[src/rtl/sram_ctrl_pkg.sv]
// Package: shared state indices for the SRAM access sequencer.
// Assumes a one-hot state vector of SEQ_NUM_ST bits.
package sram_ctrl_pkg;
    localparam int SEQ_NUM_ST = 6;
    localparam int ST_IDLE    = 0;  // waiting for a request
    localparam int ST_W_SET   = 1;  // write: address/data set up, strobe low
    localparam int ST_W_STB   = 2;  // write: strobe high
    localparam int ST_W_HLD   = 3;  // write: strobe low, address/data held
    localparam int ST_R_SET   = 4;  // read: first output-enable cycle
    localparam int ST_R_SMP   = 5;  // read: last cycle, capture at its end
    typedef logic [SEQ_NUM_ST-1:0] seq_state_t;
endpackage

[src/rtl/sram_seq_fsm.sv]
// Module: sram_seq_fsm
// Sequencer for asynchronous SRAM accesses. It accepts a request only while
// idle and steps a one-hot state through the write or read sequence. Every
// memory control line comes straight from its own flop, so the outputs
// cannot glitch when the state changes.
// Assumes: the requests are synchronous to clk. TWO_CYCLE_RD selects a
// read that is two cycles long (1) or one cycle long (0).
module sram_seq_fsm
    import sram_ctrl_pkg::*;
#(
    parameter bit TWO_CYCLE_RD = 1'b1
) (
    input  logic clk,
    input  logic rst_n,
    input  logic rd_req,
    input  logic wr_req,
    output logic ld_addr,
    output logic ld_wdata,
    output logic cap_rd,
    output logic oe_q,
    output logic we_q,
    output logic drv_q,
    output logic done_q,
    output logic busy
);
    seq_state_t st_q, st_d;
    logic       accept;

    // Qualify a request: only taken while idle.
    always_comb begin
        accept   = st_q[ST_IDLE] && (rd_req || wr_req);
        ld_addr  = accept;
        ld_wdata = st_q[ST_IDLE] && wr_req;
        cap_rd   = st_q[ST_R_SMP];
        busy     = !st_q[ST_IDLE];
    end

    // Next-state decode; write wins when both requests arrive together.
    always_comb begin
        st_d = '0;
        unique case (1'b1)
            st_q[ST_IDLE]: begin
                if (wr_req)
                    st_d[ST_W_SET] = 1'b1;
                else if (rd_req)
                    st_d[TWO_CYCLE_RD ? ST_R_SET : ST_R_SMP] = 1'b1;
                else
                    st_d[ST_IDLE] = 1'b1;
            end
            st_q[ST_W_SET]: st_d[ST_W_STB] = 1'b1;
            st_q[ST_W_STB]: st_d[ST_W_HLD] = 1'b1;
            st_q[ST_W_HLD]: st_d[ST_IDLE]  = 1'b1;
            st_q[ST_R_SET]: st_d[ST_R_SMP] = 1'b1;
            st_q[ST_R_SMP]: st_d[ST_IDLE]  = 1'b1;
            default:        st_d[ST_IDLE]  = 1'b1;
        endcase
    end

    // State register and registered control outputs.
    always_ff @(posedge clk) begin
        if (!rst_n) begin
            st_q   <= seq_state_t'(1) << ST_IDLE;
            oe_q   <= 1'b0;
            we_q   <= 1'b0;
            drv_q  <= 1'b0;
            done_q <= 1'b0;
        end else begin
            st_q   <= st_d;
            oe_q   <= st_d[ST_R_SET] || st_d[ST_R_SMP];
            we_q   <= st_d[ST_W_STB];
            drv_q  <= st_d[ST_W_SET] || st_d[ST_W_STB] || st_d[ST_W_HLD];
            done_q <= st_q[ST_W_HLD] || st_q[ST_R_SMP];
        end
    end
endmodule

[src/rtl/sram_addr_data_reg.sv]
// Module: sram_addr_data_reg
// Holds the memory address and the write byte for the whole sequence. The
// registers load only on the edge that accepts a request, so their outputs
// stay constant while the write strobe is high.
// Assumes: ld_wdata is asserted only together with ld_addr.
module sram_addr_data_reg #(
    parameter int ADDR_W = 15,
    parameter int DATA_W = 8
) (
    input  logic              clk,
    input  logic              rst_n,
    input  logic              ld_addr,
    input  logic              ld_wdata,
    input  logic [ADDR_W-1:0] addr_in,
    input  logic [DATA_W-1:0] wdata_in,
    output logic [ADDR_W-1:0] addr_q,
    output logic [DATA_W-1:0] wdata_q
);
    // Address register, loaded when any request is accepted.
    always_ff @(posedge clk) begin
        if (!rst_n)       addr_q <= '0;
        else if (ld_addr) addr_q <= addr_in;
    end

    // Write-data register, loaded only when a write is accepted.
    always_ff @(posedge clk) begin
        if (!rst_n)        wdata_q <= '0;
        else if (ld_wdata) wdata_q <= wdata_in;
    end
endmodule

[src/rtl/sram_rd_capture.sv]
// Module: sram_rd_capture
// Captures the memory data bus on the last edge of a read and holds the
// value until the next read completes.
// Assumes: the memory data is valid before the capturing edge, which the
// output-enable cycle or cycles guarantee.
module sram_rd_capture #(
    parameter int DATA_W = 8
) (
    input  logic              clk,
    input  logic              rst_n,
    input  logic              cap,
    input  logic [DATA_W-1:0] dq_in,
    output logic [DATA_W-1:0] rd_q
);
    // Holding register for the read byte.
    always_ff @(posedge clk) begin
        if (!rst_n)   rd_q <= '0;
        else if (cap) rd_q <= dq_in;
    end
endmodule

[src/rtl/sram_access_ctrl.sv]
// Module: sram_access_ctrl (top)
// Connects the sequencer, the address/data registers and the read capture.
// It adds the constant top address bit and the constant chip enable.
// Assumes: the pad inversion and the tri-state buffer live outside this
// block. mem_dq_drv enables the external driver of mem_dq_out.
module sram_access_ctrl #(
    parameter int ADDR_W        = 15,
    parameter int DATA_W        = 8,
    parameter bit HI_ADDR_LEVEL = 1'b0,
    parameter bit TWO_CYCLE_RD  = 1'b1
) (
    input  logic              clk,
    input  logic              rst_n,
    input  logic              rd_req,
    input  logic              wr_req,
    input  logic [ADDR_W-1:0] req_addr,
    input  logic [DATA_W-1:0] req_wdata,
    output logic [ADDR_W:0]   mem_addr,
    output logic [DATA_W-1:0] mem_dq_out,
    output logic              mem_dq_drv,
    input  logic [DATA_W-1:0] mem_dq_in,
    output logic              mem_oe,
    output logic              mem_we,
    output logic              mem_ce,
    output logic [DATA_W-1:0] rd_data,
    output logic              done,
    output logic              busy
);
    logic              ld_addr, ld_wdata, cap_rd;
    logic [ADDR_W-1:0] addr_q;

    sram_seq_fsm #(.TWO_CYCLE_RD(TWO_CYCLE_RD)) seq_i (
        .clk(clk), .rst_n(rst_n), .rd_req(rd_req), .wr_req(wr_req),
        .ld_addr(ld_addr), .ld_wdata(ld_wdata), .cap_rd(cap_rd),
        .oe_q(mem_oe), .we_q(mem_we), .drv_q(mem_dq_drv),
        .done_q(done), .busy(busy)
    );

    sram_addr_data_reg #(.ADDR_W(ADDR_W), .DATA_W(DATA_W)) adr_i (
        .clk(clk), .rst_n(rst_n), .ld_addr(ld_addr), .ld_wdata(ld_wdata),
        .addr_in(req_addr), .wdata_in(req_wdata),
        .addr_q(addr_q), .wdata_q(mem_dq_out)
    );

    sram_rd_capture #(.DATA_W(DATA_W)) cap_i (
        .clk(clk), .rst_n(rst_n), .cap(cap_rd),
        .dq_in(mem_dq_in), .rd_q(rd_data)
    );

    // Constant top address bit and permanently enabled chip.
    always_comb begin
        mem_addr = {HI_ADDR_LEVEL, addr_q};
        mem_ce   = 1'b1;
    end
endmodule

[config.mk]
export PLATFORM = sky130hd
export DESIGN_NAME = sram_access_ctrl
export DESIGN_NICKNAME = d
export VERILOG_FILES = /design/src/rtl/sram_ctrl_pkg.sv /design/src/rtl/sram_seq_fsm.sv /design/src/rtl/sram_addr_data_reg.sv /design/src/rtl/sram_rd_capture.sv /design/src/rtl/sram_access_ctrl.sv
export SDC_FILE = /design/constraint.sdc
export NUM_CORES = 1
export LEC_CHECK = 0
export BUFFER_PORTS_ARGS = -buffer_cell sky130_fd_sc_hd__buf_2
export CORE_ASPECT_RATIO = 0.7
export CORE_MARGIN = 8
export CORE_UTILIZATION = 49
export DETAILED_ROUTE_END_ITERATION = 8
export PLACE_DENSITY_LB_ADDON = 0.05
export SLEW_MARGIN = 30
export SYNTH_ARGS = -nofsm -noshare
export SYNTH_HDL_FRONTEND = slang
export SYNTH_SLANG_ARGS = --single-unit
[constraint.sdc]
create_clock -name clk -period 2.9 [get_ports clk]
set_input_delay 0.29 -clock clk [delete_from_list [all_inputs] [get_ports clk]]
set_output_delay 0.29 -clock clk [all_outputs]
set_load 0.005 [all_outputs]
# --- After elaboration in Yosys (flattened, before gate mapping) ---
# Index checks and enable logic that the tools add are counted.
totals:
  ff_bits: 41
  input_bits: 35
  output_inout_bits: 38
  elab_cells: 28
classes:
  n_mux: 11
  reduce_logical: 9
op_table:
  columns: ["op", "n"]
  rows:
  - ["$mux W1", 10]
  - ["$logic_or A1 B1 Y1", 5]
  - ["$reduce_or A3 Y1", 1]
  - ["$logic_and A1 B1 Y1", 2]
  - ["$pmux W1 S2", 1]
  - ["$logic_not A1 Y1", 1]

# --- Depth between registers and ports, before layout ---
# Gate-level depths: netlist of the first run.
logic_depth:
  ltp_word: 4
  mapped_depth: 4
  ltp_nobuf: 2

# --- By module ---
# Synthesis of the first run repeated with hierarchy kept, for this count alone.
hier_totals:
  cells_unflattened: 126
  area_unflattened_um2: 1480.2
by_module_without_submodules:
  columns: ["module", "instances", "cells_each", "area_each_um2", "seq_area_each_um2"]
  rows:
  - ["sram_addr_data_reg", 1, 74, 880.8, 460.4]
  - ["sram_rd_capture", 1, 25, 301.5, 160.2]
  - ["sram_seq_fsm", 1, 23, 275.3, 180.2]
  - ["sram_access_ctrl", 1, 4, 22.5, 0.0]

# --- Least setup slack after synthesis of the first run ---
# No wires, ideal clock.
synth_path:
  path_kind: "input to register"
  startpoint: "input port wr_req"
  endpoint: "register adr_i.addr_q[10]"
  setup_ns: 0.072
  t_arrival_ns: 0.885
  required_time_ns: 2.828
  path_slack_ns: 1.944
  cell_stages: 3
  path_buffers: 1
  cell_sequence: "o21ai_4 -> buf_6 -> mux2i_1"
synth_via:
  elab_chain_cells: 2
synth_rtl:
  columns: ["item", "line_no", "text"]
  rows:
  - ["start: declaration", "sram_access_ctrl.sv:15", "input logic wr_req,"]
  - ["$logic_or A1 B1 Y1", "sram_seq_fsm.sv:31", "accept = st_q[ST_IDLE] && (rd_req || wr_req);"]
  - ["$logic_and A1 B1 Y1", "sram_seq_fsm.sv:31", null]
  - ["end signal: assignment", "sram_addr_data_reg.sv:22", "else if (ld_addr) addr_q <= addr_in;"]
  - ["end: declaration", "sram_addr_data_reg.sv:16", "output logic [ADDR_W-1:0] addr_q,"]
# Every way passes these cells.
# A chain may end at the register's enable or synchronous reset.

# --- Worst setup path after layout of the first run ---
layout_path:
  startpoint: "register seq_i.st_q[0]"
  endpoint: "output port busy"
layout_via:
  elab_chain_cells: 1
layout_rtl:
  columns: ["item", "line_no", "text"]
  rows:
  - ["start: declaration", "sram_seq_fsm.sv:26", "seq_state_t st_q, st_d;"]
  - ["start signal: assignment", "sram_seq_fsm.sv:62", "st_q <= seq_state_t'(1) << ST_IDLE;"]
  - ["start signal: assignment", "sram_seq_fsm.sv:68", "st_q <= st_d;"]
  - ["$logic_not A1 Y1", "sram_seq_fsm.sv:35", "busy = !st_q[ST_IDLE];"]
  - ["end: declaration", "sram_access_ctrl.sv:27", "output logic busy"]
# Every way passes these cells.

==> metrics, run 1 <==
first-pass GRT wire length 5970 um; wire per inst 13.3 um; vias in the first global route 1,354; crit path max fanout 22; share of layout cells above drive strength 1 0.352; share of the synthesized area in the top cell type 0.512; Die ar. 0.00528 mm^2; delay-heaviest family, CP flip-flops; Crit path largest cell delay 720 ps; IO buf count 70; Final GP Congestion 0.655; synthesized cell area 0.00156 mm^2; sequential cell area fraction in the yosys report 0.512; total CTS buffers 5; Worst Tran Pin Value 799 ps; Via Count 1,227; Die H 63.3 um; Syn. warnings 0; average size of a mapped cell 10.1 um^2; Worst R2R Path Depth 2; clk_lat worst skew 280 ps; area delta synth->final 25.7%; status complete, no violations; hold_buf cts 0; Slew Viols, Final 0; DRC Markers 0; clk_skew 9.82 ps; Slowest cell on crit path dfxtp_1; cell accounting for the most synthesized area dfxtp_1; crit path buf inv count 2; final wirelength 3420 um; Pleak 0.000991 uW; Hold Path Class primary input to register; Area contributors post-synth dfxtp_1 51%, mux2i_1 15%, nand2_1 7.2%, o21a_1 4.3%, a21boi_0 3.8%; GRT overflow 0; net count after synthesis 190; I/O pin count 73; n_diodes 0; # resized after CTS 0; Final TNS setup 0 ps; Sink Count 40; Initial DRC Count 17; Arrival @ worst endpoint 1280 ps; num rows 17; min cycle time layout 1570 ps; CP Capture Point busy; Fin. Hold Viols 0; Non-Filler Instances 257; postcts setup bufs 0; hold slack 236 ps; RSZ-0062 raised after global routing no; setup violators final 0; Die Wd 83.5 um; fmax 638 MHz; Post-synth EDFFs 0; HPWL Detailed 2620 um; nets 253; Crit path depth 2; Required @ worst endpoint 2610 ps; startpoint types register; reg-to-reg critical path startpoint seq_i.st_q[0]$_SDFF_PN1_; power density of the placed cells 569 mW/mm^2; Async SR Flop Fraction 0; Rel. slew slack 0.467; largest net degree at the start of global routing 56; Seq cells post-synth 40; initial antenna violation count 0; maximum buffer depth of the clock tree 2; period utilization 0.541; Yosys cell types 22; Via density 4.77; Crit. End Element output port; count of max-cap constraint violations 0; synth cell count leaders 40 x dfxtp_1, 30 x nand2_1, 23 x mux2i_1; number of nets with antenna violations after routing 0; crit path from seq_i.st_q[0]$_SDFF_PN1_; worst reg2reg path endpoint adr_i.addr_q[12]$_SDFFE_PN0P_; clock tree root driver cell clkbuf_8; FF-to-FF setup slack 1500 ps; DRT Pass-1 Iters 4; Initial Util 0.503; GRT Overall Usage 0.135; Post-Route Utilization 0.633; Core Region 0.00311 mm^2; clk slew on worst S/H paths 80 ps; ys flop type dfxtp_1; dpl cells 249; maximum VDD drop 0.000320 V; count leader, synth dfxtp_1; worst-path cell chain inv_1 > buf_2; Synth Instances 155; CTS HTree Levels 2; Worst Path Class, Setup register to output port; Worst Hold Depth 3; TritonCTS clock tree done
## cell usage in the layout, fill, tap and decap left out, types with 2 or more instances in the layout
| master | n |
|---|---|
| a21boi_0 | 8 |
| and2_1 | 3 |
| and3_1 | 9 |
| buf_2 | 70 |
| clkbuf_1 | 2 |
| clkbuf_8 | 6 |
| conb_1 | 2 |
| dfxtp_1 | 40 |
| mux2i_1 | 23 |
| nand2_1 | 30 |
| nor2b_1 | 9 |
| o21a_1 | 9 |
## cell families (layout without fill, tap and decap cells)
group / after synthesis / in the layout / synth area share
mux: 23 / 23 / 0.147
other cells: 2 / 2 / 0.00481
simple gates: 54 / 54 / 0.171
flops: 40 / 40 / 0.512
buf+inv: 15 / 79 / 0.0576
compound gates: 21 / 21 / 0.107
## metal layers
metal | up-vias | routed length, um | part of all wire | global-route usage
li1 | 635 | - | - | -
met1 | 540 | 1530 | 0.45 | 0.142
met2 | 48 | 1570 | 0.46 | 0.229
met3 | 4 | 308 | 0.090 | 0.0668
met4 | 0 | 22 | 0.0064 | 0.0451
met5 | - | 0 | 0 | 0
## sequential cells by signal (all words and copies together), names as in the netlist
name,count
adr_i.addr_q,15
seq_i.oe_q,1
seq_i.drv_q,1
seq_i.st_q,6
adr_i.wdata_q,8
cap_i.rd_q,8
seq_i.done_q,1
## power by group
part           internal, uW  switching [uW]  leakage, uW  total, uW
clock                   194             172    0.0000455        365
combinational          77.9            66.1     0.000617        144
sequential              584            24.4     0.000328        609
total                   856             262     0.000991       1120
## through the flow
step / total power, uW / setup slack [ps] / cell area (um^2)
floorplan: 708 / 1940 / 1560
global placement: 760 / 1560 / 1870
detailed placement: 769 / 1470 / 1870
CTS: 1140 / 1320 / 1960
global route: 1180 / 1200 / 1960
finish: 1120 / 1330 / 1960
## worst min-delay path: stages
cell and delay (ps):
buf_2 90, nand2_1 40, mux2i_1 50
## cell type report
cell class | instances | area, um^2
clock buffer | 8 | 90.1
tap | 38 | 47.5
timing repair buffer | 70 | 350
inverter | 1 | 3.75
multi-input combinational | 100 | 672
sequential | 40 | 801
fill | 273 | 1140
## how the worst min path moves through the flow
stage / startpoint / endpoint / slack, ps
after floorplan: seq_i.st_q[3]$_SDFF_PN0_ / seq_i.done_q$_SDFF_PN0_ / 410
after global placement: seq_i.st_q[3]$_SDFF_PN0_ / seq_i.done_q$_SDFF_PN0_ / 410
after detailed placement: seq_i.st_q[3]$_SDFF_PN0_ / seq_i.done_q$_SDFF_PN0_ / 450
after CTS: req_addr[5] / adr_i.addr_q[5]$_SDFFE_PN0P_ / 240
after global routing: req_addr[5] / adr_i.addr_q[5]$_SDFFE_PN0P_ / 230
final: req_addr[5] / adr_i.addr_q[5]$_SDFFE_PN0P_ / 240
Note: power is estimated with default switching activity, not from simulation.
==> run 2, diff against run 1 <==
Settings changed: ABC_AREA from default to 1, CORE_UTILIZATION 49 to 40.
Clock period 2.9 ns to 1.4 ns, I/O delays scaled along.
==> run 2 against run 1 <==
  * Cell area up 2.2%
  * Area after synthesis decreased by 3.8%
  * Via count up 14%
  * Sequential cell count is the same
  * Sequential power grew 110%
  * Power is 130% higher
  * Combinational power rose to 2.6 times the previous value
  * Die area is 14% higher
  * Routed wire length increased by 7.2%
  * Core utilization decreased by 6.9 points
  * Synthesized cell count up 31%
==> metrics, run 2 <==
status complete, no violations; Via Count 1,401; Pleak 0.00109 uW; GRT overflow 0; GRT Overall Usage 0.123; Area contributors post-synth dfxtp_1 53%, nor2_1 13%, inv_1 5.5%, a21oi_1 5.3%, nand3_1 5.3%; fmax 900 MHz; Clock power frac 0.357; Seq pwr share 0.494; DRT Pass-1 Iters 4; crit path max fanout 19; share of the synthesized area in the top cell type 0.532; delay-heaviest family, CP buffers and inverters; Die H 67.3 um; max reg flops 15; Slowest cell on crit path dfxtp_1; Core Region 0.00356 mm^2; setup violators final 0; Cell Area, Placed 0.00190 mm^2; net count after synthesis 238; Top Registers adr_i.addr_q (15), adr_i.wdata_q (8), cap_i.rd_q (8); worst-path cell chain nand2_1 > buf_4 > inv_1 > nor2_1 > nor2_1; area delta synth->final 33.4%; count leader, synth nor2_1; post-route cell area 0.00201 mm^2; TritonCTS clock tree done; power density of the placed cells 1270 mW/mm^2; Synth Instances 203; clk_skew 4.48 ps; I/O pin count 73; IO buf count 70; Post-synth EDFFs 0; clock tree root driver cell clkbuf_8; crit path from seq_i.st_q[0]$_SDFF_PN1_; Slew Viols, Final 0; Net Sw Power 624 uW; Seq cells post-synth 40; Die ar. 0.00601 mm^2; Via density 4.34; DRC Markers 0; Worst Path Class, Setup register to register; average size of a mapped cell 7.41 um^2; min cycle time layout 1110 ps; first-pass GRT wire length 5830 um; Hold Path Class primary input to register; maximum buffer depth of the clock tree 2; Arrival @ worst endpoint 1330 ps; Die Wd 89.3 um; nets 307; final wirelength 3670 um; cell accounting for the most synthesized area dfxtp_1; most common cell after layout, fill and taps aside buf_2; Int Pwr 1930 uW; Crit. End Element register; synth cell count leaders 53 x nor2_1, 40 x dfxtp_1, 22 x inv_1; Syn. warnings 0; Largest Register adr_i.addr_q; count of max-cap constraint violations 0; Async SR Flop Fraction 0; clk slew on worst S/H paths 80 ps; Final TNS setup 0 ps; Non-Filler Instances 323; Fin. Hold Viols 0; Sink Count 40; most frequent cells in the layout 70 x buf_2, 53 x nor2_1, 40 x dfxtp_1; Initial DRC Count 77; synthesized cell area 0.00150 mm^2; maximum VDD drop 0.000808 V; largest net degree at the start of global routing 31; number of nets with antenna violations after routing 0; # resized after CTS 0; crit path buf inv count 2; Sw Ratio 0.245; wire per inst 11.4 um; clk_lat worst skew 280 ps; num rows 18; n_diodes 0; initial antenna violation count 0; Required @ worst endpoint 1620 ps; Yosys cell types 12; HPWL Detailed 2730 um; RSZ-0062 raised after global routing no; reg-to-reg critical path startpoint seq_i.st_q[0]$_SDFF_PN1_; Comb power frac 0.149; period utilization 0.794; dpl cells 315; share of layout cells above drive strength 1 0.304; Post-Route Utilization 0.564; hold slack 72.0 ps; Crit path largest cell delay 390 ps; CP most frequent cell nor2_1; # fillers 381; Initial Util 0.423; CTS HTree Levels 2; hold_buf cts 0; startpoint types register; min-delay src mem_dq_in[5]; Final GP Congestion 0.700; sequential cell area fraction in the yosys report 0.532; vias in the first global route 1,303; total CTS buffers 5; ys flop type dfxtp_1; postcts setup bufs 0
==> run 2: kinds of logic (layout without fill, tap and decap cells) <==
group	Yosys count	count (layout)	synth area share
AO/OA/AOI/OAI	33	33	0.110
AND/OR/NAND/NOR	92	92	0.248
other	2	2	0.00499
buffers and inverters	36	106	0.105
flip-flops	40	40	0.532
==> run 2: per-stage QoR <==
step | worst slack (ps) | total power, uW
floorplan | 481 | 1500
global placement | 333 | 1670
detailed placement | 296 | 1670
CTS | 280 | 2580
global route | 172 | 2700
finish | 289 | 2550
==> run 2: power by group through the flow <==
stage / Clock (uW) / Sequential [uW] / Combinational, uW
global placement: 0 / 1290 / 384
global route: 981 / 1270 / 444
CTS: 933 / 1260 / 388
detailed placement: 0 / 1290 / 386
floorplan: 0 / 1290 / 206
finish: 911 / 1260 / 381
==> run 2: layout make-up <==
class                      instances  area (um^2)  share of cell area
multi-input combinational        127          546               0.272
tap                               50         62.6              0.0312
inverter                          22         82.6              0.0411
clock buffer                       6         72.6              0.0362
clock inverter                     2         35.0              0.0175
sequential                        40          801               0.399
timing repair buffer              76          408               0.203
==> run 2: worst paths after layout <==
kind	endpoint	slack, ps	cells past startpoint
worst max-delay path	adr_i.wdata_q[5]$_SDFFE_PN0P_	290	5
worst min-delay path	cap_i.rd_q[5]$_SDFFE_PN0P_	70	3
worst max register to register	adr_i.wdata_q[5]$_SDFFE_PN0P_	290	5
worst min register to register	seq_i.st_q[2]$_SDFF_PN0_	440	2
==> run 2: layer usage <==
layer / global-route usage / wire [um]
met5: 0 / 0
met4: 0.0433 / 9
met3: 0.0436 / 295
met2: 0.180 / 1520
met1: 0.164 / 1840
==> run 2: worst min-delay path: cells and delay by family <==
| family | cells | cell delay [ps] |
|---|---|---|
| buffers and inverters | 1 | 70 |
| and+or+nand+nor | 2 | 110 |
